File: src/rtl/alu_status_pkg.sv
package alu_status_pkg;
  // flag indices inside the per-flag vectors
  localparam int FLAG_CNT = 5;
  localparam int FL_C  = 0;
  localparam int FL_Z  = 1;
  localparam int FL_OV = 2;
  localparam int FL_N  = 3;
  localparam int FL_DC = 4;

  // positions inside the packed status word
  localparam int SR_W      = 16;
  localparam int PRIO_W    = 3;
  localparam int POS_C     = 0;
  localparam int POS_Z     = 1;
  localparam int POS_OV    = 2;
  localparam int POS_N     = 3;
  localparam int POS_RA    = 4;
  localparam int POS_PRIO  = 5;
  localparam int POS_DC    = 8;
  localparam int POS_UNIMP = 9;

  // pack the five flags as they appear at their word positions
  function automatic logic [FLAG_CNT-1:0] pick_sw_flags(input logic [SR_W-1:0] w);
    logic [FLAG_CNT-1:0] f;
    f[FL_C]  = w[POS_C];
    f[FL_Z]  = w[POS_Z];
    f[FL_OV] = w[POS_OV];
    f[FL_N]  = w[POS_N];
    f[FL_DC] = w[POS_DC];
    return f;
  endfunction
endpackage

File: src/rtl/alu_flag_gen.sv
module alu_flag_gen
  import alu_status_pkg::*;
#(
  parameter int DATA_W = 16
) (
  input  logic [DATA_W-1:0]   res_i,
  input  logic [DATA_W-1:0]   carry_i,
  input  logic                byte_mode_i,
  input  logic                chain_op_i,
  input  logic                z_prev_i,
  output logic [FLAG_CNT-1:0] hw_flags_o
);
  localparam int BYTE_W   = DATA_W / 2;
  localparam int B_MSB    = BYTE_W - 1;
  localparam int W_MSB    = DATA_W - 1;
  localparam int B_HALF   = BYTE_W / 2 - 1;
  localparam int W_HALF   = BYTE_W - 1;

  function automatic logic size_zero(input logic [DATA_W-1:0] r, input logic bm);
    return bm ? (r[BYTE_W-1:0] == '0) : (r == '0);
  endfunction

  function automatic logic size_ovf(input logic [DATA_W-1:0] cy, input logic bm);
    return bm ? (cy[B_MSB] ^ cy[B_MSB-1]) : (cy[W_MSB] ^ cy[W_MSB-1]);
  endfunction

  logic res_zero;
  logic unused_carry;

  assign res_zero = size_zero(res_i, byte_mode_i);
  assign unused_carry = ^carry_i;

  always_comb begin
    hw_flags_o          = '0;
    hw_flags_o[FL_C]    = byte_mode_i ? carry_i[B_MSB]  : carry_i[W_MSB];
    hw_flags_o[FL_N]    = byte_mode_i ? res_i[B_MSB]    : res_i[W_MSB];
    hw_flags_o[FL_DC]   = byte_mode_i ? carry_i[B_HALF] : carry_i[W_HALF];
    hw_flags_o[FL_OV]   = size_ovf(carry_i, byte_mode_i);
    // chained ops may only clear Z
    hw_flags_o[FL_Z]    = chain_op_i ? (z_prev_i & res_zero) : res_zero;
  end
endmodule

File: src/rtl/alu_flag_store.sv
module alu_flag_store
  import alu_status_pkg::*;
(
  input  logic                clk,
  input  logic                rst_n,
  input  logic [FLAG_CNT-1:0] hw_flags_i,
  input  logic [FLAG_CNT-1:0] upd_en_i,
  input  logic                sw_we_i,
  input  logic [FLAG_CNT-1:0] sw_flags_i,
  output logic [FLAG_CNT-1:0] flags_q
);
  for (genvar i = 0; i < FLAG_CNT; i++) begin : g_flag
    always_ff @(posedge clk or negedge rst_n) begin
      if (!rst_n)           flags_q[i] <= 1'b0;
      else if (upd_en_i[i]) flags_q[i] <= hw_flags_i[i];
      else if (sw_we_i)     flags_q[i] <= sw_flags_i[i];
    end

    AST_HW_WINS: assert property (@(posedge clk) disable iff (!rst_n)
      upd_en_i[i] |=> flags_q[i] == $past(hw_flags_i[i]));

    AST_FLAG_HOLD: assert property (@(posedge clk) disable iff (!rst_n)
      (!upd_en_i[i] && !sw_we_i) |=> $stable(flags_q[i]));
  end
endmodule

File: src/rtl/alu_prio_field.sv
module alu_prio_field
  import alu_status_pkg::*;
(
  input  logic              clk,
  input  logic              rst_n,
  input  logic              sw_we_i,
  input  logic [PRIO_W-1:0] sw_prio_i,
  input  logic              nest_dis_i,
  input  logic              ipl_hi_i,
  output logic [PRIO_W-1:0] prio_q,
  output logic [PRIO_W:0]   ipl_o
);
  logic prio_wr;

  assign prio_wr = sw_we_i && !nest_dis_i;

  always_ff @(posedge clk or negedge rst_n) begin
    if (!rst_n)       prio_q <= '0;
    else if (prio_wr) prio_q <= sw_prio_i;
  end

  assign ipl_o = {ipl_hi_i, prio_q};

  AST_PRIO_LOCK: assert property (@(posedge clk) disable iff (!rst_n)
    nest_dis_i |=> $stable(prio_q));

  AST_PRIO_LOAD: assert property (@(posedge clk) disable iff (!rst_n)
    (sw_we_i && !nest_dis_i) |=> prio_q == $past(sw_prio_i));
endmodule

File: src/rtl/alu_status_reg.sv
module alu_status_reg
  import alu_status_pkg::*;
#(
  parameter int DATA_W = 16
) (
  input  logic              clk,
  input  logic              rst_n,
  input  logic [DATA_W-1:0] res_i,
  input  logic [DATA_W-1:0] carry_i,
  input  logic              byte_mode_i,
  input  logic              chain_op_i,
  input  logic [4:0]        upd_en_i,
  input  logic              sw_we_i,
  input  logic [SR_W-1:0]   sw_wdata_i,
  input  logic              rpt_active_i,
  input  logic              nest_dis_i,
  input  logic              ipl_hi_i,
  output logic [SR_W-1:0]   sr_o,
  output logic [PRIO_W:0]   ipl_o
);
  localparam int B_HALF = DATA_W / 4 - 1;

  logic [FLAG_CNT-1:0] hw_flags;
  logic [FLAG_CNT-1:0] sw_flags;
  logic [FLAG_CNT-1:0] flags_q;
  logic [PRIO_W-1:0]   prio_q;
  logic                unused_wdata;

  assign sw_flags     = pick_sw_flags(sw_wdata_i);
  assign unused_wdata = ^{sw_wdata_i[SR_W-1:POS_UNIMP], sw_wdata_i[POS_RA]};

  alu_flag_gen #(.DATA_W(DATA_W)) u_gen (
    .res_i       (res_i),
    .carry_i     (carry_i),
    .byte_mode_i (byte_mode_i),
    .chain_op_i  (chain_op_i),
    .z_prev_i    (flags_q[FL_Z]),
    .hw_flags_o  (hw_flags)
  );

  alu_flag_store u_store (
    .clk        (clk),
    .rst_n      (rst_n),
    .hw_flags_i (hw_flags),
    .upd_en_i   (upd_en_i),
    .sw_we_i    (sw_we_i),
    .sw_flags_i (sw_flags),
    .flags_q    (flags_q)
  );

  alu_prio_field u_prio (
    .clk        (clk),
    .rst_n      (rst_n),
    .sw_we_i    (sw_we_i),
    .sw_prio_i  (sw_wdata_i[POS_PRIO +: PRIO_W]),
    .nest_dis_i (nest_dis_i),
    .ipl_hi_i   (ipl_hi_i),
    .prio_q     (prio_q),
    .ipl_o      (ipl_o)
  );

  always_comb begin
    sr_o                        = '0;
    sr_o[POS_C]                 = flags_q[FL_C];
    sr_o[POS_Z]                 = flags_q[FL_Z];
    sr_o[POS_OV]                = flags_q[FL_OV];
    sr_o[POS_N]                 = flags_q[FL_N];
    sr_o[POS_RA]                = rpt_active_i;
    sr_o[POS_PRIO +: PRIO_W]    = prio_q;
    sr_o[POS_DC]                = flags_q[FL_DC];
  end

  AST_CHAIN_Z_NOSET: assert property (@(posedge clk) disable iff (!rst_n)
    (upd_en_i[FL_Z] && chain_op_i && !sr_o[POS_Z]) |=> !sr_o[POS_Z]);

  AST_DC_BYTE: assert property (@(posedge clk) disable iff (!rst_n)
    (upd_en_i[FL_DC] && byte_mode_i) |=> sr_o[POS_DC] == $past(carry_i[B_HALF]));

  AST_ZERO_SET: assert property (@(posedge clk) disable iff (!rst_n)
    (upd_en_i[FL_Z] && !chain_op_i && !byte_mode_i && res_i == '0) |=> sr_o[POS_Z]);
endmodule

File: config.mk
export PLATFORM = sky130hd
export DESIGN_NAME = alu_status_reg
export DESIGN_NICKNAME = d
export VERILOG_FILES = /design/src/rtl/alu_status_pkg.sv /design/src/rtl/alu_flag_gen.sv /design/src/rtl/alu_flag_store.sv /design/src/rtl/alu_prio_field.sv /design/src/rtl/alu_status_reg.sv
export SDC_FILE = /design/constraint.sdc
export NUM_CORES = 1
export LEC_CHECK = 0
export BUFFER_PORTS_ARGS = -buffer_cell sky130_fd_sc_hd__buf_2
export CAP_MARGIN = 10
export CORE_MARGIN = 2
export CORE_UTILIZATION = 26
export DETAILED_ROUTE_END_ITERATION = 6
export MAX_ROUTING_LAYER = met4
export PLACE_DENSITY = 0.7
export SLEW_MARGIN = 20
export SYNTH_ARGS = -nofsm -noshare
export SYNTH_HDL_FRONTEND = slang
export SYNTH_HIERARCHICAL = 1
export SYNTH_SLANG_ARGS = --single-unit
File: constraint.sdc
create_clock -name clk -period 0.84 [get_ports clk]
set_clock_uncertainty 0.05 [all_clocks]
set_input_delay 0.126 -clock clk [delete_from_list [all_inputs] [get_ports clk]]
set_output_delay 0.126 -clock clk [all_outputs]
set_load 0.02 [all_outputs]
=== Word-level counts from Yosys, hierarchy flattened ===
Index checks and enable logic that the tools add are counted.

* Flip-flop bits (word level): 8

* Multiplexer cells: 16
* Bitwise operators: 3
* Reductions and logical operators: 9

{| class="wikitable"
|+ Operators by type and width
! cell !! count
|-
| $logic_not A16 Y1 || 1
|-
| $mux W1 || 16
|-
| $reduce_bool A2 Y1 || 5
|-
| $logic_not A8 Y1 || 1
|-
| $xor A1 B1 Y1 || 2
|-
| $and A1 B1 Y1 || 1
|-
| $logic_and A1 B1 Y1 || 1
|-
| $logic_not A1 Y1 || 1
|}

=== Logic depth before layout (Yosys ltp) ===
Gate-level depths: netlist (run 1).

* Depth after elaboration: 5
* Mapped depth: 5

=== Hierarchy ===
The synthesis (run 1) kept the hierarchy.

{| class="wikitable"
|+ By module, submodules not included
! module !! times used !! cells an instance !! area an instance (µm²) !! sequential area each (µm²)
|-
| alu_flag_store || 1 || 21 || 230.2 || 125.1
|-
| alu_prio_field || 1 || 11 || 163.9 || 75.1
|-
| alu_flag_gen || 1 || 15 || 113.9 || 0.0
|-
| alu_status_reg || 1 || 9 || 63.8 || 0.0
|}

=== Worst setup path after synthesis (run 1) ===
Ideal clock, no wire load.

* Path type: input-to-reg
* Start point: input res_i[3]
* End point: register u_store.flags_q[1]
* Setup time: 0.076 ns
* Data arrival time: 0.850 ns
* Data required time: 0.714 ns
* Slack: -0.137 ns
* Cell stages on the path: 4
* Buffers on the path: 0
* Cells stage by stage: or4_4 -> nor3_2 -> nand2_1 -> o21ai_1

* Word-level cells in the longest chain between the ends: 5
* Elaborated cells between the ends (all ways): 6
* Classes of those cells: mux: 3; bitwise: 1; reduce/logical: 2

{| class="wikitable"
|+ RTL lines
! element !! line !! RTL
|-
| start: declaration || alu_status_reg.sv:8 || <nowiki>input logic [DATA_W-1:0] res_i,</nowiki>
|-
| $logic_not A16 Y1 or $logic_not A8 Y1 (tied branches) || alu_flag_gen.sv:20 || <nowiki>return bm ? (r[BYTE_W-1:0] == '0) : (r == '0);</nowiki>
|-
| $mux W1 * || alu_flag_gen.sv:20 ||
|-
| $and A1 B1 Y1 || alu_flag_gen.sv:40 || <nowiki>hw_flags_o[FL_Z] = chain_op_i ? (z_prev_i & res_zero) : res_zero;</nowiki>
|-
| $mux W1 * || alu_flag_gen.sv:40 ||
|-
| named net hw_flags[1] || alu_status_reg.sv:23 || <nowiki>logic [FLAG_CNT-1:0] hw_flags;</nowiki>
|-
| $mux W1 * || alu_flag_store.sv:15 || <nowiki>else if (upd_en_i[i]) flags_q[i] <= hw_flags_i[i];</nowiki>
|-
| end signal: indexed assignment || alu_flag_store.sv:15 ||
|-
| end signal: indexed assignment || alu_flag_store.sv:16 || <nowiki>else if (sw_we_i) flags_q[i] <= sw_flags_i[i];</nowiki>
|-
| end: declaration || alu_flag_store.sv:10 || <nowiki>output logic [FLAG_CNT-1:0] flags_q</nowiki>
|}

Mark *: on every way through the listed nets, which the timed path passes. The rest lies on a longest branch.
A chain may end at the register's enable or synchronous reset.

=== Final worst setup path (run 1) ===
* Start point: register u_store.flags_q[1]
* End point: output sr_o[1]

{| class="wikitable"
|+ RTL lines
! element !! line !! RTL
|-
| end: declaration || alu_status_reg.sv:18 || <nowiki>output logic [SR_W-1:0] sr_o,</nowiki>
|}

No word-level cell between the ends.

==> summary.txt, run 1 <==
Run status
  • Status: finished with violations
  • Failing checks: negative setup slack

Cells and area
  • Number of fill cells: 198
  • Layout cells sized above 1: 65.5%
  • Design area: 968 um^2
  • Diode count: 0
  • Nets@finish: 175
  • Area Growth Syn to Fin: 69.4%

Pwr
  • Sequential Power Share: 35.7%
  • Pwr Density: 1400 nW/um^2
  • Clock power frac: 22.8%
  • Sw Pwr: 0.417 mW
  • Sw frac: 30.8%
  • P_leak: 0.512 nW
  • Logic pwr share: 41.5%
  • Internal power: 0.936 mW
  • Maximum VDD drop: 1090 uV

Clocking
  • Root buffer cell: clkbuf_4
  • Skew-Pair Late Insertion Delay: 250 ps
  • Max Root-Sink Buffers: 2
  • CTS H-tree lvls: 1
  • CTS Buf Count: 3
  • Clock Sinks: 8
  • CTS tree: built
  • CTS clk-pin slew, worst paths: 50 ps

Die
  • Core outline area: 2020 um^2
  • Initial Utilization: 28.3%
  • Top-level I/O count: 81
  • Vert. Die Dim: 50.9 um
  • Row cnt: 16
  • Full die area: 2590 um^2
  • Die width: 50.9 um

Route
  • DR top layer: met3
  • Router iterations before antenna repair: 1
  • Met3 WL: 111 um
  • # DRC: 0
  • DRT iter0 DRCs: 0
  • DR WL met2: 864 um
  • WL final: 1.51 mm
  • Final ANT Viol Nets: 0
  • Vias per Instance: 4.25
  • WL met1: 533 um
  • Wire per inst: 10.8 um
  • Routed via count: 595

Setup path
  • Critical path's most frequent cell: buf_6
  • Worst Path Required: 660 ps
  • Crit path cell chain: buf_6 -> buf_6
  • Worst Path Buf+Inv: 2
  • CP endpoint kind: output port
  • Crit-path max FO: 2
  • CP delay by family, top: flip-flops
  • Startpoint type of the worst setup path: flip-flop
  • Critical path type: flip-flop to output port
  • WP data arrival: 880 ps
  • CP max-delay cell: dfrtp_1
  • Max incr delay on CP: 390 ps

STA
  • Final setup violation count: 17
  • Final Hold Vio Count: 0
  • Post-route minimum period: 1050 ps
  • FMAX: 951 MHz
  • Setup WS post-layout: -212 ps
  • Final Max Slew Viols: 0
  • Final hold slack: 12.5 ps
  • Final period util: 125%
  • Unrepaired setup endpoints after global routing: true

Synthesis
  • Post-synthesis sequential area ratio: 35.0%
  • Synth cell types: 19
  • Synthesized area: 572 um^2
  • Syn Inst Count: 56
  • Post-synthesis register bit count: 8
  • Synth warn: 6
  • Syn_area_per_cell: 10.2 um^2

Place
  • Port bufs: 50
  • GPL Wtd Cong: 0.686
  • Post-DP HPWL: 1.23 mm
  • Area after DPL: 803 um^2

Global routing
  • Total track usage: 13.6%
  • Initial antenna violation count: 0
  • Largest net degree at the start of global routing: 9
  • First-pass GRT wire length: 2.54 mm
  • Grt total ovfl: 0
  • Number of global-route vias before repair: 615

Run
  • Number of max-cap violations: 0

Worst hold path
  • Worst hold path type: input pin to flip-flop
## power by group through the flow
| stage | Sequential, mW | Clock, mW | Combinational (mW) |
|---|---|---|---|
| final | 0.483 | 0.309 | 0.562 |
| after global routing | 0.488 | 0.349 | 0.605 |
| after CTS | 0.480 | 0.329 | 0.557 |
| after detailed placement | 0.469 | 0 | 0.429 |
| after global placement | 0.466 | 0 | 0.419 |
| after floorplan | 0.527 | 0 | 0.238 |
## layout make-up
| type | instances | area (um^2) | area share [%] |
|---|---|---|---|
| tap | 27 | 33.8 | 3.49 |
| inverter | 1 | 3.75 | 0.388 |
| timing repair buffer | 60 | 408 | 42.1 |
| multi-input combinational | 40 | 293 | 30.2 |
| clock buffer | 4 | 26.3 | 2.71 |
| sequential | 8 | 204 | 21.1 |
## sequential cells by signal, indices dropped and copies added, names as in the netlist
register / count
u_store/flags_q: 5
u_prio/prio_q: 3
## worst reg2reg max path, stage by stage (launching register included)
cell	delay, ps
dfrtp_1	390
buf_6	120
buf_4	120
mux2i_1	130
o21ai_1	70
## per-layer routing
layer / GRT usage (%) / vias to the layer above
met1: 13.6 / 276
met4: 4.95 / 0
li1: - / 289
met5: - / -
met2: 24.1 / 30
met3: 5.26 / 0
## synth_stat cells
master	instances	area, um^2
buf_4	12	90.1
dfrtp_1	8	200
nand2_1	6	22.5
o21ai_1	6	30.0
mux2i_1	5	50.1
mux2_4	3	45.0
nor4_1	3	18.8
mux2_2	2	22.5
a21oi_1	1	5.00
buf_6	1	11.3
conb_1	1	3.75
inv_1	1	3.75
mux2_1	1	11.3
nor2b_4	1	13.8
nor3_2	1	10.0
o21ai_0	1	5.00
or4_4	1	11.3
xnor2_1	1	8.76
xor2_1	1	8.76
## metrics by stage
stage	TNS [ps]	worst slack (ps)	utilization (%)	total power [mW]	std cells
after CTS	-2120	-221	47.2	1.37	138
after global placement	-591	-262	39.7	0.885	129
after floorplan	-255	-137	-	0.765	62
after global routing	-2640	-268	47.9	1.44	140
after detailed placement	-649	-276	39.7	0.898	129
final	-2090	-212	47.9	1.35	140
## cell families after synthesis
kind of cell,synth area share (%)
muxes,22.5
and+or+nand+nor,13.3
other,0.656
buffers and inverters,18.4
DFF,35.0
AOI/OAI and AO/OA,7.00
xor gates and xnor gates,3.06
## cells in the final DEF, fill, tap and decap left out
cell | synthesis | final
nor4_1 | 3 | 3
o21ai_2 | 0 | 1
inv_1 | 1 | 1
o21ai_0 | 1 | 1
nand2_1 | 6 | 6
xor2_1 | 1 | 1
mux2i_1 | 5 | 5
xnor2_1 | 1 | 1
mux2_4 | 3 | 3
dlygate4sd3_1 | 0 | 1
nor2b_4 | 1 | 1
a21oi_1 | 1 | 1
buf_6 | 1 | 14
buf_2 | 0 | 39
nor3_2 | 1 | 1
or4_4 | 1 | 1
mux2_1 | 1 | 1
mux2_2 | 2 | 2
clkbuf_1 | 0 | 1
clkbuf_4 | 0 | 3
o21ai_1 | 6 | 5
conb_1 | 1 | 7
dfrtp_1 | 8 | 5
buf_4 | 12 | 6
dfrtp_2 | 0 | 3
## final timing paths
check                                    from            endpoint  slack, ps  depth (start not counted)
max                        u_store/flags_q[1]             sr_o[1]       -210                          2
min                               upd_en_i[0]  u_store/flags_q[0]         10                          2
max reg2reg                u_store/flags_q[1]  u_store/flags_q[1]       -150                          4
min reg2reg                  u_prio/prio_q[2]    u_prio/prio_q[2]        520                          1
max in group asynchronous               rst_n    u_prio/prio_q[2]        360                          2
min in group asynchronous               rst_n  u_store/flags_q[3]        190                          2
## repair_timing
item / 4_1_cts / 5_1_grt
pin swaps: 2 / 0
hold buffers: 1 / 0
setup buffers: 4 / 2
setup endpoints to repair: 15 / 16
endpoints found under the hold margin: 8 / 0
resized for setup: 26 / 0
(Power assumes the default switching activity.)
==> inputs of run 2 (changes only) <==
--- a/config.mk
+++ b/config.mk
@@ -8,5 +8,4 @@
 export BUFFER_PORTS_ARGS = -buffer_cell sky130_fd_sc_hd__buf_2
 export CAP_MARGIN = 10
-export CORE_MARGIN = 2
 export CORE_UTILIZATION = 26
 export DETAILED_ROUTE_END_ITERATION = 6
==> constraint.sdc (replaced) <==
create_clock -name clk -period 0.84 [get_ports clk]
set_clock_uncertainty 0.05 [all_clocks]
set_input_delay 0.042 -clock clk [delete_from_list [all_inputs] [get_ports clk]]
set_output_delay 0.042 -clock clk [all_outputs]
set_load 0.02 [all_outputs]
==> run 2 against run 1 <==
Effect of this change:
- the run ends with negative hold slack, negative setup slack left
- largest cell class unchanged
- power fell by 3.3%
- critical path depth down 1
- critical endpoint is now sr_o[7]
- non-clock buffer count fell by 1
- sequential cell count stayed put
- core utilization decreased by 0.25 points
==> summary.txt, run 2 (synthesized netlist as in run 1, its figures left out) <==
Die
  • Full die area: 2390 um^2
  • Vert. Die Dim: 48.9 um
  • Initial Utilization: 28.3%
  • Row cnt: 16
  • Core outline area: 2020 um^2
  • Top-level I/O count: 81
  • Die width: 48.9 um

Cells and area
  • Max reg flops: 5
  • Diode count: 0
  • Layout cells sized above 1: 61.6%
  • Most frequent cells in the layout: 39 x buf_2, 11 x buf_6, 7 x conb_1
  • Reg with most FFs: u_store/flags_q
  • Area Growth Syn to Fin: 68.5%
  • Design area: 963 um^2
  • Largest regs: u_store/flags_q: 5 flops, u_prio/prio_q: 3 flops
  • Most common cell after layout, fill and taps aside: buf_2
  • Nets@finish: 174
  • Final cell count without fillers: 139

STA
  • Final Max Slew Viols: 0
  • Final setup violation count: 15
  • Unrepaired setup endpoints after global routing: true
  • Final period util: 109%
  • Setup WS post-layout: -71.8 ps
  • Setup_tns: -647 ps
  • Post-route minimum period: 912 ps
  • Final Hold Vio Count: 3
  • FMAX: 1100 MHz
  • Final hold slack: -22.1 ps

Worst hold path
  • Hold path startpoint: sw_wdata_i[5]
  • Worst hold path type: input pin to flip-flop
  • Hold Path Sink: u_prio/prio_q[0]
  • Worst hold path depth: 2

Place
  • Post-DP HPWL: 1.16 mm
  • Placed instance count: 129
  • Port bufs: 50
  • Area after DPL: 808 um^2
  • GPL Wtd Cong: 0.671
  • Setup WS pre-CTS: -196 ps

Setup path
  • Crit path cell chain: buf_6
  • FF-to-FF Start: u_store/flags_q[1]
  • CP max-delay cell: dfrtp_2
  • Crit-path max FO: 3
  • R2R cell count: 4
  • WP data arrival: 820 ps
  • Worst Path Required: 750 ps
  • Critical path type: flip-flop to output port
  • Max incr delay on CP: 430 ps
  • Crit path launch: u_prio/prio_q[2]
  • Worst Path Buf+Inv: 1
  • WP depth: 1
  • CP endpoint kind: output port
  • Startpoint type of the worst setup path: flip-flop
  • Worst r2r dst: u_store/flags_q[1]
  • Flop-to-flop setup slack: -50 ps
  • CP delay by family, top: flip-flops

Global routing
  • Grt total ovfl: 0
  • Total track usage: 12.9%
  • First-pass GRT wire length: 2.28 mm
  • Number of global-route vias before repair: 589
  • Largest net degree at the start of global routing: 9
  • Initial antenna violation count: 0

Pwr
  • Internal power: 0.907 mW
  • Sw Pwr: 0.402 mW
  • Sequential Power Share: 36.6%
  • Pwr Density: 1360 nW/um^2
  • Sw frac: 30.7%
  • Maximum VDD drop: 1050 uV
  • P_leak: 0.498 nW
  • Clock power frac: 23.5%
  • Logic pwr share: 39.9%

Clocking
  • Root buffer cell: clkbuf_4
  • Skew-Pair Late Insertion Delay: 250 ps
  • Max Root-Sink Buffers: 2
  • CTS H-tree lvls: 1
  • CTS Buf Count: 3
  • CTS clk-pin slew, worst paths: 60 ps
  • CTS tree: built
  • Clock Sinks: 8
  • Hold_buf cts: 6

Run status
  • Status: finished with violations
  • Failing checks: negative hold slack, negative setup slack

Route
  • # DRC: 0
  • WL final: 1.39 mm
  • Wire per inst: 9.99 um
  • Router iterations before antenna repair: 2
  • Final ANT Viol Nets: 0
  • Routed via count: 573
  • DRT iter0 DRCs: 1
  • Vias per Instance: 4.12

Run
  • Number of max-cap violations: 0
[run 2: changes by cell type in the layout (fill, tap and decap cells not counted), sizes merged]
cell / before / now
dlygate4sd3: 1 / 6
buf: 59 / 53
[run 2: final cells by class]
cell class	instances	area [um^2]
Tap cell	27	33.8
Clock buffer	4	26.3
Inverter	1	3.75
Timing Repair Buffer	59	402
Fill cell	201	1060
Sequential cell	8	205
Multi-Input combinational cell	40	293
[run 2: power by group through the flow]
stage | clock [mW] | combinational, mW | sequential, mW
floorplan | 0 | 0.239 | 0.528
global placement | 0 | 0.418 | 0.466
detailed placement | 0 | 0.426 | 0.470
CTS | 0.321 | 0.509 | 0.476
global route | 0.343 | 0.558 | 0.487
finish | 0.308 | 0.522 | 0.480
[run 2: worst max path at each step]
stage | slack (ps) | endpoint
global route | -100 | u_store/flags_q[1]
floorplan | -60 | u_store/flags_q[1]
detailed placement | -200 | u_store/flags_q[1]
CTS | -80 | ipl_o[2]
global placement | -180 | u_store/flags_q[1]
finish | -70 | sr_o[7]
[run 2: timing repair]
action	4_1_cts	5_1_grt
gates resized for setup	18	4
hold endpoints to repair	16	3
setup endpoints to repair	14	17
buffers inserted	0	0
[run 2: worst register-to-register path, delay by kind of cell, from the launching register on]
family / cells / cell delay (ps)
AOI/OAI and AO/OA: 2 / 190
DFF: 1 / 430
and+or+nand+nor: 2 / 120
[run 2: layer usage]
metal,wire [um],vias to the layer above,track usage [%]
met5,0,-,-
met4,18,0,4.90
met3,87,2,4.36
met2,778,29,24.8
met1,504,255,11.5
li1,-,287,-
[run 2: through the flow]
stage          power (mW)  util (%)  hold slack, ps
6_report             1.31      47.6           -22.1
2_1_floorplan       0.767         -            -304
3_3_place_gp        0.884      40.0            -156
5_1_grt              1.39      47.6           -34.7
3_5_place_dp        0.896      40.0            -152
4_1_cts              1.31      47.0           -29.9
==> inputs of run 3 (changes only) <==
--- a/constraint.sdc
+++ b/constraint.sdc
@@ -3,3 +3,3 @@
 set_input_delay 0.042 -clock clk [delete_from_list [all_inputs] [get_ports clk]]
 set_output_delay 0.042 -clock clk [all_outputs]
-set_load 0.02 [all_outputs]
+set_load 0.01 [all_outputs]
==> run 3 against run 2 <==
Effect of this change:
- the flow still finishes with violations (negative hold slack, negative setup slack)
- sequential power is 4.4% lower
- critical path depth stayed put
- core utilization is 3.8 points lower
- cell area is 8.1% lower
- critical endpoint is now sr_o[1]
- largest cell class unchanged
- largest power group is now sequential cells
==> summary.txt, run 3 (synthesized netlist as in run 1, its figures left out) <==
Die
  • Core outline area: 2020 um^2
  • Top-level I/O count: 81
  • Die width: 48.9 um
  • Initial Utilization: 28.3%
  • Full die area: 2390 um^2
  • Row cnt: 16
  • Vert. Die Dim: 48.9 um

Place
  • Placed instance count: 129
  • GPL Wtd Cong: 0.686
  • Post-DP HPWL: 1.12 mm
  • Port bufs: 50
  • Area after DPL: 800 um^2

Clocking
  • Hold_buf cts: 6
  • Setup bufs post-CTS: 0
  • CTS clk-pin slew, worst paths: 50 ps
  • Clock Sinks: 8
  • CTS H-tree lvls: 1
  • Root buffer cell: clkbuf_4
  • CTS Buf Count: 3
  • Max Root-Sink Buffers: 2
  • CTS tree: built
  • Skew-Pair Late Insertion Delay: 250 ps

STA
  • Final Hold Vio Count: 3
  • Final Max Slew Viols: 0
  • Final hold slack: -25.3 ps
  • Unrepaired setup endpoints after global routing: true
  • Post-route minimum period: 884 ps
  • Final period util: 105%
  • Final setup violation count: 12
  • FMAX: 1130 MHz
  • Setup WS post-layout: -44.2 ps

Cells and area
  • Nets@finish: 174
  • Reg with most FFs: u_store/flags_q
  • Layout cells sized above 1: 58.6%
  • Max reg flops: 5
  • Number of fill cells: 205
  • Diode count: 0
  • Area Growth Syn to Fin: 54.9%
  • Final cell count without fillers: 138
  • Largest regs: u_store/flags_q: 5 flops, u_prio/prio_q: 3 flops
  • Most frequent cells in the layout: 50 x buf_2, 8 x dfrtp_1, 7 x conb_1
  • Design area: 886 um^2
  • Most common cell after layout, fill and taps aside: buf_2

Setup path
  • Worst Path Required: 750 ps
  • WP depth: 1
  • Critical path type: flip-flop to output port
  • Startpoint type of the worst setup path: flip-flop
  • Worst Path Buf+Inv: 1
  • WP data arrival: 790 ps
  • CP endpoint kind: output port
  • R2R cell count: 4
  • Crit-path max FO: 3
  • Max incr delay on CP: 400 ps
  • CP delay by family, top: flip-flops
  • Crit path cell chain: buf_2
  • CP max-delay cell: dfrtp_1

Pwr
  • Total power: 1.11 mW
  • P_leak: 0.481 nW
  • Pwr Density: 1260 nW/um^2
  • Maximum VDD drop: 834 uV

Global routing
  • Total track usage: 11.6%
  • Grt total ovfl: 0
  • Initial antenna violation count: 0
  • Largest net degree at the start of global routing: 9
  • Number of global-route vias before repair: 526
  • First-pass GRT wire length: 2.12 mm

Route
  • # DRC: 0
  • WL final: 1.33 mm
  • Vias per Instance: 4.11
  • Wire per inst: 9.60 um
  • Router iterations before antenna repair: 3
  • DRT iter0 DRCs: 4
  • Routed via count: 567
  • Final ANT Viol Nets: 0

Worst hold path
  • Worst hold path depth: 2
  • Worst hold path type: input pin to flip-flop

Run status
  • Failing checks: negative hold slack, negative setup slack
  • Status: finished with violations

Run
  • Number of max-cap violations: 0
==> run 3: report_power, final <==
part           internal [mW]  switching, mW
clock                  0.163          0.117
sequential             0.432         0.0273
combinational          0.211          0.164
==> run 3: final cells by class <==
class,instances,area [um^2],share of cell area (%)
Multi-Input combinational cell,40,293,33.1
Sequential cell,8,200,22.6
Tap cell,27,33.8,3.81
Clock buffer,3,22.5,2.54
Inverter,1,3.75,0.424
Timing Repair Buffer,59,333,37.6
==> run 3: path summary, 6_finish.rpt <==
kind	startpoint	endpoint	slack, ps
max	u_store/flags_q[1]	sr_o[1]	-40
min	sw_wdata_i[6]	u_prio/prio_q[1]	-30
max reg2reg	u_store/flags_q[1]	u_store/flags_q[1]	-10
min reg2reg	u_prio/prio_q[0]	u_prio/prio_q[0]	480
max in group asynchronous	rst_n	u_store/flags_q[0]	460
min in group asynchronous	rst_n	u_prio/prio_q[1]	110
==> run 3: metrics by stage <==
step	util, %	setup TNS [ps]	worst slack [ps]
3_5_place_dp	39.5	-193	-193
2_1_floorplan	-	-58.2	-52.5
4_1_cts	43.8	-375	-49.4
6_report	43.8	-262	-44.2
5_1_grt	43.8	-669	-78.3
3_3_place_gp	39.5	-172	-172
==> run 3: timing repair <==
item                       CTS  global route
setup endpoints to repair   12            14
resized for setup            1             0
hold endpoints to repair    16             3
gates cloned                 0             0
pin swaps                    3             0
==> run 3: layer usage <==
| metal | up-vias | part of all wire (%) | track usage (%) |
|---|---|---|---|
| li1 | 287 | - | - |
| met1 | 252 | 37 | 12.1 |
| met2 | 28 | 56 | 21.8 |
| met3 | 0 | 6.8 | 2.80 |
| met4 | 0 | 0 | 2.94 |
| met5 | - | 0 | - |
